`src/rtl/gbx_pkg.sv`:
```
package gbx_pkg;

    typedef enum logic {
        FRM_66B = 1'b0,
        FRM_67B = 1'b1
    } framing_e;

    localparam int unsigned SEQ_W = 7;
    localparam int unsigned HDR_W = 3;

    typedef logic [SEQ_W-1:0] seq_t;
    typedef logic [HDR_W-1:0] hdr_t;

    // per-cycle control from the phase generator
    typedef struct packed {
        logic first;   // this word opens a block: header may load
        logic step;    // sequence counter advances on this edge
    } beat_t;

    function automatic seq_t last_count(input framing_e f);
        return (f == FRM_67B) ? seq_t'(66) : seq_t'(32);
    endfunction

    function automatic hdr_t mask_hdr(input framing_e f, input hdr_t h);
        return (f == FRM_67B) ? h : {1'b0, h[HDR_W-2:0]};
    endfunction

endpackage

```
`src/rtl/gbx_beat.sv`:
```
module gbx_beat
    import gbx_pkg::*;
#(
    parameter int unsigned BYTES = 2
) (
    input  logic  clk,
    input  logic  rst,
    output beat_t beat
);

    generate
        if (BYTES == 2) begin : g_half
            logic phase_q;

            always_ff @(posedge clk) begin
                if (rst) phase_q <= 1'b0;
                else     phase_q <= ~phase_q;
            end

            always_comb begin
                beat.first = ~phase_q;
                beat.step  = phase_q;
            end


            phase_rise_chk: assert property (@(posedge clk) disable iff (rst)
                !phase_q |=> phase_q);

            phase_fall_chk: assert property (@(posedge clk) disable iff (rst)
                phase_q |=> !phase_q);
        end else begin : g_full
            always_comb begin
                beat.first = 1'b1;
                beat.step  = 1'b1;
            end
        end
    endgenerate

endmodule

```
`src/rtl/gbx_seq_ctr.sv`:
```
module gbx_seq_ctr
    import gbx_pkg::*;
#(
    parameter framing_e FRAMING = FRM_66B
) (
    input  logic clk,
    input  logic rst,
    input  logic step,
    output seq_t seq
);

    localparam seq_t LAST = last_count(FRAMING);

    seq_t cnt_q;
    seq_t cnt_d;

    always_comb begin
        cnt_d = cnt_q;
        if (step) cnt_d = (cnt_q == LAST) ? '0 : cnt_q + seq_t'(1);
    end

    always_ff @(posedge clk) begin
        if (rst) cnt_q <= '0;
        else     cnt_q <= cnt_d;
    end

    assign seq = cnt_q;


    wrap_chk: assert property (@(posedge clk) disable iff (rst)
        (step && cnt_q == LAST) |=> cnt_q == '0);

    incr_chk: assert property (@(posedge clk) disable iff (rst)
        (step && cnt_q != LAST) |=> cnt_q == $past(cnt_q) + seq_t'(1));

    hold_chk: assert property (@(posedge clk) disable iff (rst)
        !step |=> $stable(cnt_q));

    range_chk: assert property (@(posedge clk) disable iff (rst)
        cnt_q <= LAST);

endmodule

```
`src/rtl/gbx_hold_reg.sv`:
```
module gbx_hold_reg
    import gbx_pkg::*;
#(
    parameter framing_e    FRAMING = FRM_66B,
    parameter int unsigned DW      = 16
) (
    input  logic          clk,
    input  logic          rst,
    input  logic          pause,
    input  logic          first,
    input  logic [DW-1:0] in_data,
    input  hdr_t          in_hdr,
    output logic [DW-1:0] q_data,
    output hdr_t          q_hdr
);

    always_ff @(posedge clk) begin
        if (rst) begin
            q_data <= '0;
            q_hdr  <= '0;
        end else if (!pause) begin
            q_data <= in_data;
            if (first) q_hdr <= mask_hdr(FRAMING, in_hdr);
        end
    end


    pause_hold_chk: assert property (@(posedge clk) disable iff (rst)
        pause |=> ($stable(q_data) && $stable(q_hdr)));

    load_chk: assert property (@(posedge clk) disable iff (rst)
        !pause |=> q_data == $past(in_data));

    hdr_keep_chk: assert property (@(posedge clk) disable iff (rst)
        !first |=> $stable(q_hdr));

endmodule

```
`src/rtl/gbx_tx_seq.sv`:
```
module gbx_tx_seq
    import gbx_pkg::*;
#(
    parameter framing_e    FRAMING = FRM_66B,
    parameter int unsigned BYTES   = 2
) (
    input  logic                 clk,
    input  logic                 rst,
    input  logic [BYTES*8-1:0]   up_data,
    input  logic [2:0]           up_hdr,
    output logic                 up_ready,
    input  logic                 gb_pause,
    output logic [6:0]           tx_seq,
    output logic [2:0]           tx_hdr,
    output logic [BYTES*8-1:0]   tx_data
);

    localparam int unsigned DW = BYTES * 8;

    beat_t beat;
    seq_t  seq;
    hdr_t  hdr;

    gbx_beat #(.BYTES(BYTES)) u_beat (
        .clk  (clk),
        .rst  (rst),
        .beat (beat)
    );

    gbx_seq_ctr #(.FRAMING(FRAMING)) u_ctr (
        .clk  (clk),
        .rst  (rst),
        .step (beat.step),
        .seq  (seq)
    );

    gbx_hold_reg #(.FRAMING(FRAMING), .DW(DW)) u_hold (
        .clk     (clk),
        .rst     (rst),
        .pause   (gb_pause),
        .first   (beat.first),
        .in_data (up_data),
        .in_hdr  (up_hdr),
        .q_data  (tx_data),
        .q_hdr   (hdr)
    );

    assign up_ready = ~gb_pause;
    assign tx_seq   = seq;
    assign tx_hdr   = hdr;

    generate
        if (FRAMING == FRM_66B) begin : g_tie

            tieoff_chk: assert property (@(posedge clk) disable iff (rst)
                (tx_seq[6] == 1'b0) && (tx_hdr[2] == 1'b0));
        end
    endgenerate

endmodule

```
`config.mk`:
```
export PLATFORM = sky130hd
export DESIGN_NAME = gbx_tx_seq
export DESIGN_NICKNAME = d
export VERILOG_FILES = /design/src/rtl/gbx_pkg.sv /design/src/rtl/gbx_beat.sv /design/src/rtl/gbx_seq_ctr.sv /design/src/rtl/gbx_hold_reg.sv /design/src/rtl/gbx_tx_seq.sv
export SDC_FILE = /design/constraint.sdc
export NUM_CORES = 1
export LEC_CHECK = 0
export CAP_MARGIN = 5
export CORE_MARGIN = 2
export CORE_UTILIZATION = 40
export DETAILED_ROUTE_END_ITERATION = 16
export PLACE_DENSITY = 0.77
export SYNTH_ARGS = -nofsm -noshare
export SYNTH_HDL_FRONTEND = slang
export SYNTH_HIERARCHICAL = 1
export SYNTH_SLANG_ARGS = --single-unit
```
`constraint.sdc`:
```
create_clock -name clk -period 2.2 [get_ports clk]
set_clock_uncertainty 0.2 [all_clocks]
set_input_delay 0.44 -clock clk [delete_from_list [all_inputs] [get_ports clk]]
set_output_delay 0.44 -clock clk [all_outputs]
set_load 0.005 [all_outputs]
```
# Word-level counts from Yosys, hierarchy flattened
# Cells that the tools add are included.
# classes
n_mux	1
mul	0
n_lt_le_gt_ge	0
reduce_logical	1
eq_ne	1
add_sub_neg	1
bitwise	2
div_mod_pow	0
shifts	0
# op_table
cell	n
$add 7x1->7 const B	1
$eq 7x6->1 const B	1
$mux 7	1
$not 1->1	2
$reduce_and 2->1	1
# totals
ramBits	0
mem_count	0
latchBits	0
wordCells	10
input_bits	22
output_inout_bits	27
reg_bits	26
rom_bits	0

# Depth between registers and ports, before layout
# Gate-level depths: netlist (run 1).
# logic_depth
word_depth	2
mapped_depth	5
mapped_depth_nobuf	5

# By module
# The synthesis (run 1) kept the hierarchy.
# by_module_without_submodules
module	instances	cells_per_inst	area_each_um2	seq_area_each_um2
gbx_hold_reg	1	63	684.4	360.3
gbx_seq_ctr	1	40	369.1	140.1
gbx_beat	1	4	35.0	20.0
gbx_tx_seq	1	1	3.8	0.0

# Worst setup path before layout (run 1)
# OpenSTA, ideal clock, no wires.
# synth_path
kind	register -> register
startpoint	reg u_beat.g_half.phase_q
endpoint	reg u_ctr.cnt_q[5] (netlist: u_ctr/seq[5])
path_stages_with_launch	6
slack_ns	0.641
t_required_ns	1.905
arrival_ns	1.263
cell_sequence	dfxtp_1 -> buf_4 -> buf_2 -> nand4_2 -> or3_1 -> a221oi_1
# synth_lines
element	line	source
start: declaration	gbx_beat.sv:13	logic phase_q;
start signal: assignment	gbx_beat.sv:17	else phase_q <= ~phase_q;
end signal: assignment	gbx_seq_ctr.sv:24	else cnt_q <= cnt_d;
end: declaration	gbx_seq_ctr.sv:14	seq_t cnt_q;

# Worst setup path after layout (run 1)
# layout_path
startpoint	in gb_pause
endpoint	out up_ready
# layout_between
elab_chain_len	1
# layout_lines
element	line	source
start: declaration	gbx_tx_seq.sv:12	input logic gb_pause,
$not 1->1 (no line)	-	
end: declaration	gbx_tx_seq.sv:11	output logic up_ready,
# No other way between the ends.

==> results of run 1 <==
-- state kept, by name, summed over array words and instances (netlist names) --
signal,flops
u_beat/g_half.phase_q,1
u_ctr/seq,7
u_hold/q_data,16
u_hold/q_hdr,2
-- worst max-delay path: stages --
cell and delay (ps):
clkdlybuf4s50_1 420, inv_1 60, clkdlybuf4s50_1 510
-- synthesized netlist by cell type (2+ instances only) --
cell,instances,area (µm²)
nand4bb_1,2,22.52
nand2b_1,3,18.77
buf_4,2,15.01
buf_2,3,15.01
mux2i_1,17,170.2
o21ai_1,2,10.01
dfxtp_1,26,520.5
nand4_1,2,12.51
inv_1,6,22.52
or3_1,2,12.51
xor2_1,2,17.52
o21ai_0,2,10.01
nand2_1,3,11.26
a21oi_1,3,15.01
ha_1,2,25.02
nor2_1,20,75.07
-- routing by layer --
metal	global-route usage, %	up-vias	share of wire (%)
met3	3.456	2	4.8
met2	26.39	28	49
met4	5.782	0	0.50
li1	-	457	-
met1	19.54	418	45
met5	0	-	0
-- power by group through the flow --
stage / logic [W] / registers (W) / clock network, W
CTS: 0.000161 / 0.000508 / 0.000199
finish: 0.000160 / 0.000507 / 0.000188
detailed placement: 0.000161 / 0.000518 / 0
global route: 0.000174 / 0.000511 / 0.000225
global placement: 0.000157 / 0.000517 / 0
floorplan: 0.0000642 / 0.000523 / 0
-- kinds of logic (layout without fill, tap and decap cells) --
logic type	count (synthesis)	in the layout	share of synthesized area, %
AOI/OAI and AO/OA	10	10	5.613
xor gates and xnor gates	2	2	1.604
adders and majority gates	2	2	2.291
buffers and inverters	13	60	7.674
DFF	26	26	47.65
muxes	17	17	15.58
other	1	1	0.3433
and+or+nand+nor	37	37	19.24
-- per-stage QoR --
step                      setup WS [ps]  total power (W)  cells  hold slack, ps
after floorplan                   641.4        0.0005874    108           210.3
after global placement            159.3        0.0006735    182           253.6
after detailed placement          136.6        0.0006790    182           260.1
after CTS                         128.2        0.0008679    185           278.3
after global routing              75.46        0.0009100    185           299.7
final                             137.0        0.0008549    185           272.8
-- path summary, 6_finish.rpt --
check	depth (start not counted)	end	from
hold reg to reg	2	u_hold/q_hdr[1]	u_hold/q_hdr[1]
hold / removal	2	u_hold/q_hdr[1]	u_hold/q_hdr[1]
setup reg to reg	4	u_ctr/seq[6]	u_ctr/seq[1]
setup / recovery	3	up_ready	gb_pause
-- cell type report --
| cell class | count | area share [%] |
|---|---|---|
| Sequential cell | 26 | 32.76 |
| Timing Repair Buffer | 51 | 31.34 |
| Multi-Input combinational cell | 69 | 30.71 |
| Tap cell | 30 | 2.362 |
| Clock buffer | 3 | 1.417 |
| Inverter | 6 | 1.417 |
==> flow_summary.json, run 1 <==
{
  "status": "complete, no violations",
  "grt_max_degree": 20,
  "area_growth_pct": 45.47,
  "antenna_cells": 0,
  "post-cts-setup-buffer-count": 0,
  "gp_congestion": 0.7545,
  "final_common_cell": "clkdlybuf4s50_1",
  "worstPathMaxFanout": 2,
  "yosys_most_used_dff": "dfxtp_1",
  "gr-total-overflow": 0,
  "synth_cell_types": 27,
  "dieHeight_um": 56.26,
  "post_cts_resized": 0,
  "viasPerCell": 4.892,
  "cts_buffer_depth": 2,
  "rsz0062_at_grt": "no",
  "synth-seq-cells": 26,
  "multi_input_area_um2": 488.0,
  "crit_required_ps": 1560,
  "power.share.combinational_pct": 18.7,
  "syn_area_per_cell_um2": 10.11,
  "ys_warn_count": 6,
  "power.density_nw_per_um2": 538.0,
  "cp.arrival_ps": 1420,
  "antenna_found_initial": 0,
  "power.share.sequential_pct": 59.4,
  "numCtsBuffers": 3,
  "cap_viol_max_count": 0,
  "async_flop_share_pct": 0,
  "dp_hpwl_mm": 1.835,
  "grt_pass1_vias": 887,
  "hold_violations": 0,
  "cp-end-kind": "output pin",
  "start_kind": "input pin",
  "worstSetupPathType": "input pin to output pin",
  "layout_common_cells": "clkdlybuf4s50_1, dfxtp_1, nor2_1, mux2i_1, inv_1",
  "initial_core_util_pct": 43.30,
  "synthCells": 108,
  "hold_path.class": "flop to flop",
  "p_int_w": 0.0006591,
  "grt_first_pass_wirelength_mm": 3.988,
  "drc": 0,
  "max_freq_mhz": 484.7,
  "drive_above_1_share_pct": 7.097,
  "grt_usage_pct": 15.67,
  "clkTransAtPathRegs_ps": 120,
  "totalWireLength_mm": 2.386,
  "die_x_um": 56.26,
  "period_share_pct": 93.77,
  "dpl_cell_area_um2": 1567,
  "core_area_um2": 2522,
  "dr.pass1.iters": 4,
  "p_sw_share_pct": 22.90,
  "regArea_um2": 520.5,
  "reg2reg_slack_ps": 570,
  "vias": 905,
  "finalNetCount": 181,
  "cts_tree": "done",
  "syn-num-nets": 132,
  "rows": 18,
  "fin_crit_ps": 2063,
  "ant_nets": 0,
  "ir_worst_vdd_mv": 0.3964,
  "tns_ps": 0,
  "hold_buffers": 0,
  "slew_violations": 0,
  "ioPinCount": 49,
  "clkLatencyLatePin_ps": 300,
  "cts_root_buf": "clkbuf_4",
  "die_area_um2": 3165,
  "h-tree-depth": 1,
  "power.share.clock_pct": 22.0,
  "ys_seq_area_share_pct": 47.65,
  "detail_route.wl_per_cell_um": 12.90,
  "syn-cell-area_um2": 1092,
  "p_leak_nw": 0.6507,
  "fin_util_pct": 63.00,
  "clock_sinks": 26,
  "nFillCells": 235,
  "drt-initial-drc-count": 17,
  "stdcell_area_um2": 1589,
  "p_switching_w": 0.0001958,
  "setup_viol": 0,
  "synth_edf_count": 0,
  "io_buffers": 46
}
Power figures use the tool's default switching activity.
==> inputs of run 2 (changes only) <==
CORE_ASPECT_RATIO = 0.7   (was not set)
==> run 2 against run 1 <==
Compared with the run above:
- core utilization grew 1.8 points
- sequential share of layout area down 1.1 points
- first-iteration DRC count increased by 71%
- sequential cell count unchanged
- power increased by 23%
- die area is 0.22% higher
- combinational power is essentially flat
==> flow_summary.json, run 2 (synthesized netlist as in run 1, its figures left out) <==
{
  "totalWireLength_mm": 2.396,
  "area_growth_pct": 50.40,
  "gp_congestion": 0.7627,
  "drive_above_1_share_pct": 7.692,
  "crit_family": "buffers and inverters",
  "hold_path.class": "flop to flop",
  "antenna_cells": 0,
  "cp-end-kind": "output pin",
  "max_freq_mhz": 487.9,
  "period_share_pct": 93.16,
  "post-place-ws_ps": 140.9,
  "die_area_um2": 3171,
  "numCtsBuffers": 3,
  "cp.arrival_ps": 1410,
  "die_x_um": 66.46,
  "cap_viol_max_count": 0,
  "drc": 0,
  "tns_ps": 0,
  "slew_violations": 0,
  "ir_worst_vdd_mv": 0.4632,
  "dp_hpwl_mm": 1.803,
  "fin_crit_ps": 2049,
  "path_cells": "clkdlybuf4s50_1 -> inv_1 -> clkdlybuf4s50_1",
  "fin_util_pct": 64.84,
  "reg2reg_slack_ps": 600,
  "rsz0062_at_grt": "no",
  "detail_route.wl_per_cell_um": 12.61,
  "met1Wirelength_mm": 1.003,
  "initial_core_util_pct": 43.11,
  "finalNetCount": 181,
  "vias": 919,
  "grt_max_degree": 20,
  "ioPinCount": 49,
  "cts_root_buf": "clkbuf_8",
  "worstSetupPathType": "input pin to output pin",
  "h-tree-depth": 1,
  "hold_buffers": 0,
  "clock_sinks": 26,
  "cts_buffer_depth": 2,
  "antenna_found_initial": 0,
  "final_common_cell": "clkdlybuf4s50_1",
  "cp_slowest_cell": "clkdlybuf4s50_1",
  "slowest_delay_ps": 490,
  "power.density_nw_per_um2": 639.3,
  "p_leak_nw": 0.6726,
  "grt_first_pass_wirelength_mm": 3.574,
  "post-cts-setup-buffer-count": 0,
  "gr-total-overflow": 0,
  "highest_layer": "met3",
  "start_kind": "input pin",
  "rows": 15,
  "crit_required_ps": 1560,
  "clkLatencyLatePin_ps": 260,
  "grt_pass1_vias": 835,
  "dr.pass1.iters": 4,
  "clkTransAtPathRegs_ps": 80,
  "dieHeight_um": 47.72,
  "drt-initial-drc-count": 29,
  "cpMostUsedCell": "clkdlybuf4s50_1",
  "regMostFlops": "u_hold/q_data",
  "cts_tree": "done",
  "viasPerCell": 4.837,
  "grt_usage_pct": 15.75,
  "layout_common_cells": "clkdlybuf4s50_1, dfxtp_1, nor2_1, mux2i_1, inv_1",
  "io_buffers": 46,
  "status": "complete, no violations",
  "core_area_um2": 2534,
  "whs_ps": 272.9,
  "postLayoutSetupSlackWorst_ps": 150.5,
  "ant_nets": 0,
  "dr_wl_met3_um": 170,
  "setup_viol": 0,
  "met2RoutedLength_mm": 1.222,
  "post_cts_resized": 0,
  "worstPathMaxFanout": 2,
  "path_buf_inv": 3,
  "largest_reg_flops": 16,
  "hold_violations": 0,
  "nFillCells": 214
}
[run 2: worst register-to-register path, delay by kind of cell (launching register included)]
kind,cells,cell delay (ps)
AOI/OAI and AO/OA,1,140
adders and majority gates,1,300
DFF,1,530
and+or+nand+nor,2,380
[run 2: power by group]
part	switching (W)	leakage (nW)	internal [W]
logic	0.0000603	0.423	0.000101
registers	0.0000148	0.214	0.000494
clock network	0.000137	0.0357	0.000243
total	0.000212	0.673	0.000838
[run 2: through the flow]
stage	instance area [µm²]	total power, W	instances
after floorplan	1092	0.0005874	108
after global placement	1572	0.0006741	186
after detailed placement	1572	0.0006810	186
after CTS	1643	0.001066	190
after global routing	1643	0.001105	190
final	1643	0.001050	190
[run 2: per-layer routing]
layer / track usage [%] / vias to the layer above
li1: - / 457
met1: 16.67 / 434
met2: 30.60 / 28
met3: 6.824 / 0
met4: 2.449 / 0
met5: 0 / -
[run 2: area by class of cell]
type                            count  area [µm²]  area share, %
Clock inverter                      1       30.03          1.828
Clock buffer                        3       41.29          2.513
Tap cell                           34       42.54          2.589
Timing Repair Buffer               51       498.0          30.31
Sequential cell                    26       520.5          31.68
Inverter                            6       22.52          1.371
Multi-Input combinational cell     69       488.0          29.70
[run 2: path summary, 6_finish.rpt]
kind,from,depth (start not counted),to
setup reg to reg,u_ctr/seq[1],4,u_ctr/seq[6]
setup / recovery,gb_pause,3,up_ready
hold / removal,u_hold/q_hdr[1],2,u_hold/q_hdr[1]
hold reg to reg,u_hold/q_hdr[1],2,u_hold/q_hdr[1]
==> inputs of run 3 (changes only) <==
CORE_UTILIZATION = 45   (was 40)
CTS_BUF_LIST = sky130_fd_sc_hd__clkbuf_4   (was not set)
PLACE_DENSITY = 0.86   (was 0.77)
clock period = 2.5 ns   (was 2.2 ns; I/O delays follow)
==> run 3 against run 2 <==
Compared with the run above:
- sequential share of layout area increased by 1.3 points
- global-route usage grew 1.9 points
- non-clock buffer count down 2
- clock power down 54%
- first-iteration DRC count unchanged
- die area shrank 10%
==> flow_summary.json, run 3 (synthesized netlist as in run 1, its figures left out) <==
{
  "status": "complete, no violations",
  "clock_sinks": 26,
  "worstPathMaxFanout": 2,
  "dieHeight_um": 45.22,
  "grt_pass1_vias": 927,
  "rows": 14,
  "max_freq_mhz": 461.8,
  "gr-total-overflow": 0,
  "grt_first_pass_wirelength_mm": 3.801,
  "drc": 0,
  "cts_tree": "done",
  "area_growth_pct": 44.33,
  "largest_reg_flops": 16,
  "setup_viol": 0,
  "drive_above_1_share_pct": 5.882,
  "detail_route.wl_per_cell_um": 12.55,
  "initial_core_util_pct": 49.10,
  "crit_family": "buffers and inverters",
  "p_leak_nw": 0.6407,
  "viasPerCell": 4.892,
  "final_common_cell": "clkdlybuf4s50_1",
  "core_area_um2": 2225,
  "ir_worst_vdd_mv": 0.3501,
  "grt_max_degree": 20,
  "totalWireLength_mm": 2.322,
  "drt-initial-drc-count": 29,
  "vias": 905,
  "dr.pass1.iters": 4,
  "grt_usage_pct": 17.60,
  "crit_required_ps": 1800,
  "clkLatencyLatePin_ps": 320,
  "tns_ps": 0,
  "cp.arrival_ps": 1470,
  "path_depth": 3,
  "post_cts_resized": 0,
  "cts_root_buf": "clkbuf_4",
  "worstSetupPathType": "input pin to output pin",
  "post-cts-setup-buffer-count": 0,
  "h-tree-depth": 1,
  "cap_viol_max_count": 0,
  "ant_nets": 0,
  "post-place-ws_ps": 335.6,
  "regMostFlops": "u_hold/q_data",
  "numCtsBuffers": 3,
  "cp_slowest_cell": "clkdlybuf4s50_1",
  "antenna_cells": 0,
  "fin_crit_ps": 2165,
  "path_cells": "clkdlybuf4s50_1 -> inv_1 -> clkdlybuf4s50_1",
  "cpMostUsedCell": "clkdlybuf4s50_1",
  "start_kind": "input pin",
  "fin_util_pct": 70.87,
  "die_x_um": 62.89,
  "io_buffers": 46,
  "antenna_found_initial": 0,
  "rsz0062_at_grt": "no",
  "clkTransAtPathRegs_ps": 120,
  "path_buf_inv": 3,
  "slowest_delay_ps": 490,
  "gp_congestion": 0.7099,
  "holdPathStages": 2,
  "slew_violations": 0,
  "power.density_nw_per_um2": 482.0,
  "ioPinCount": 49,
  "layout_common_cells": "clkdlybuf4s50_1, dfxtp_1, nor2_1, mux2i_1, inv_1",
  "stdcell_area_um2": 1577,
  "rr_worst_depth": 5,
  "dp_hpwl_mm": 1.771,
  "hold_path.class": "flop to flop",
  "dpl_cell_area_um2": 1554,
  "cp-end-kind": "output pin",
  "postLayoutSetupSlackWorst_ps": 334.5,
  "die_area_um2": 2844,
  "hold_violations": 0,
  "period_share_pct": 86.62,
  "hold_buffers": 0,
  "cts_buffer_depth": 2,
  "finalNetCount": 179
}
## run 3: cell types whose count changed in the layout (fill, tap and decap cells not counted), sizes merged
| cell | change |
|---|---|
| buf | -2 |
| bufinv | -1 |
## run 3: final cells by class
cell class / instances / area, µm²
fill: 178 / 648.1
sequential: 26 / 520.5
multi-input combinational: 69 / 488.0
timing repair buffer: 49 / 483.0
tap: 32 / 40.04
clock buffer: 3 / 22.52
inverter: 6 / 22.52
## run 3: path summary, 6_finish.rpt
check | startpoint | end | slack (ps)
worst max register to register | u_ctr/seq[0] | u_ctr/seq[5] | 850
worst min register to register | u_hold/q_hdr[0] | u_hold/q_hdr[0] | 280
worst min-delay path | u_hold/q_hdr[0] | u_hold/q_hdr[0] | 280
worst max-delay path | gb_pause | up_ready | 330
## run 3: per-stage QoR
stage / cells / power, W / hold slack [ps]
2_1_floorplan: 108 / 0.0005169 / 210.3
3_3_place_gp: 182 / 0.0005890 / 253.8
3_5_place_dp: 182 / 0.0005940 / 259.2
4_1_cts: 185 / 0.0007715 / 279.5
5_1_grt: 185 / 0.0007951 / 307.0
6_report: 185 / 0.0007599 / 277.4
## run 3: per-layer routing
metal | up-vias | wire length [µm] | GRT usage (%)
met5 | - | 0 | 0
met4 | 0 | 12 | 6.222
met3 | 4 | 163 | 7.731
met2 | 33 | 1147 | 32.98
met1 | 416 | 999 | 18.04
li1 | 452 | - | -
## run 3: power by group
group | total [W] | internal, W | leakage, nW | switching (W)
clock network | 0.000176 | 0.0000566 | 0.0138 | 0.000120
registers | 0.000450 | 0.000435 | 0.214 | 0.0000148
logic | 0.000134 | 0.0000862 | 0.413 | 0.0000477
## run 3: worst min-delay path, stage by stage, from the launching register on
cell and delay (ps):
dfxtp_1 330, nand2b_1 70, o21ai_1 50
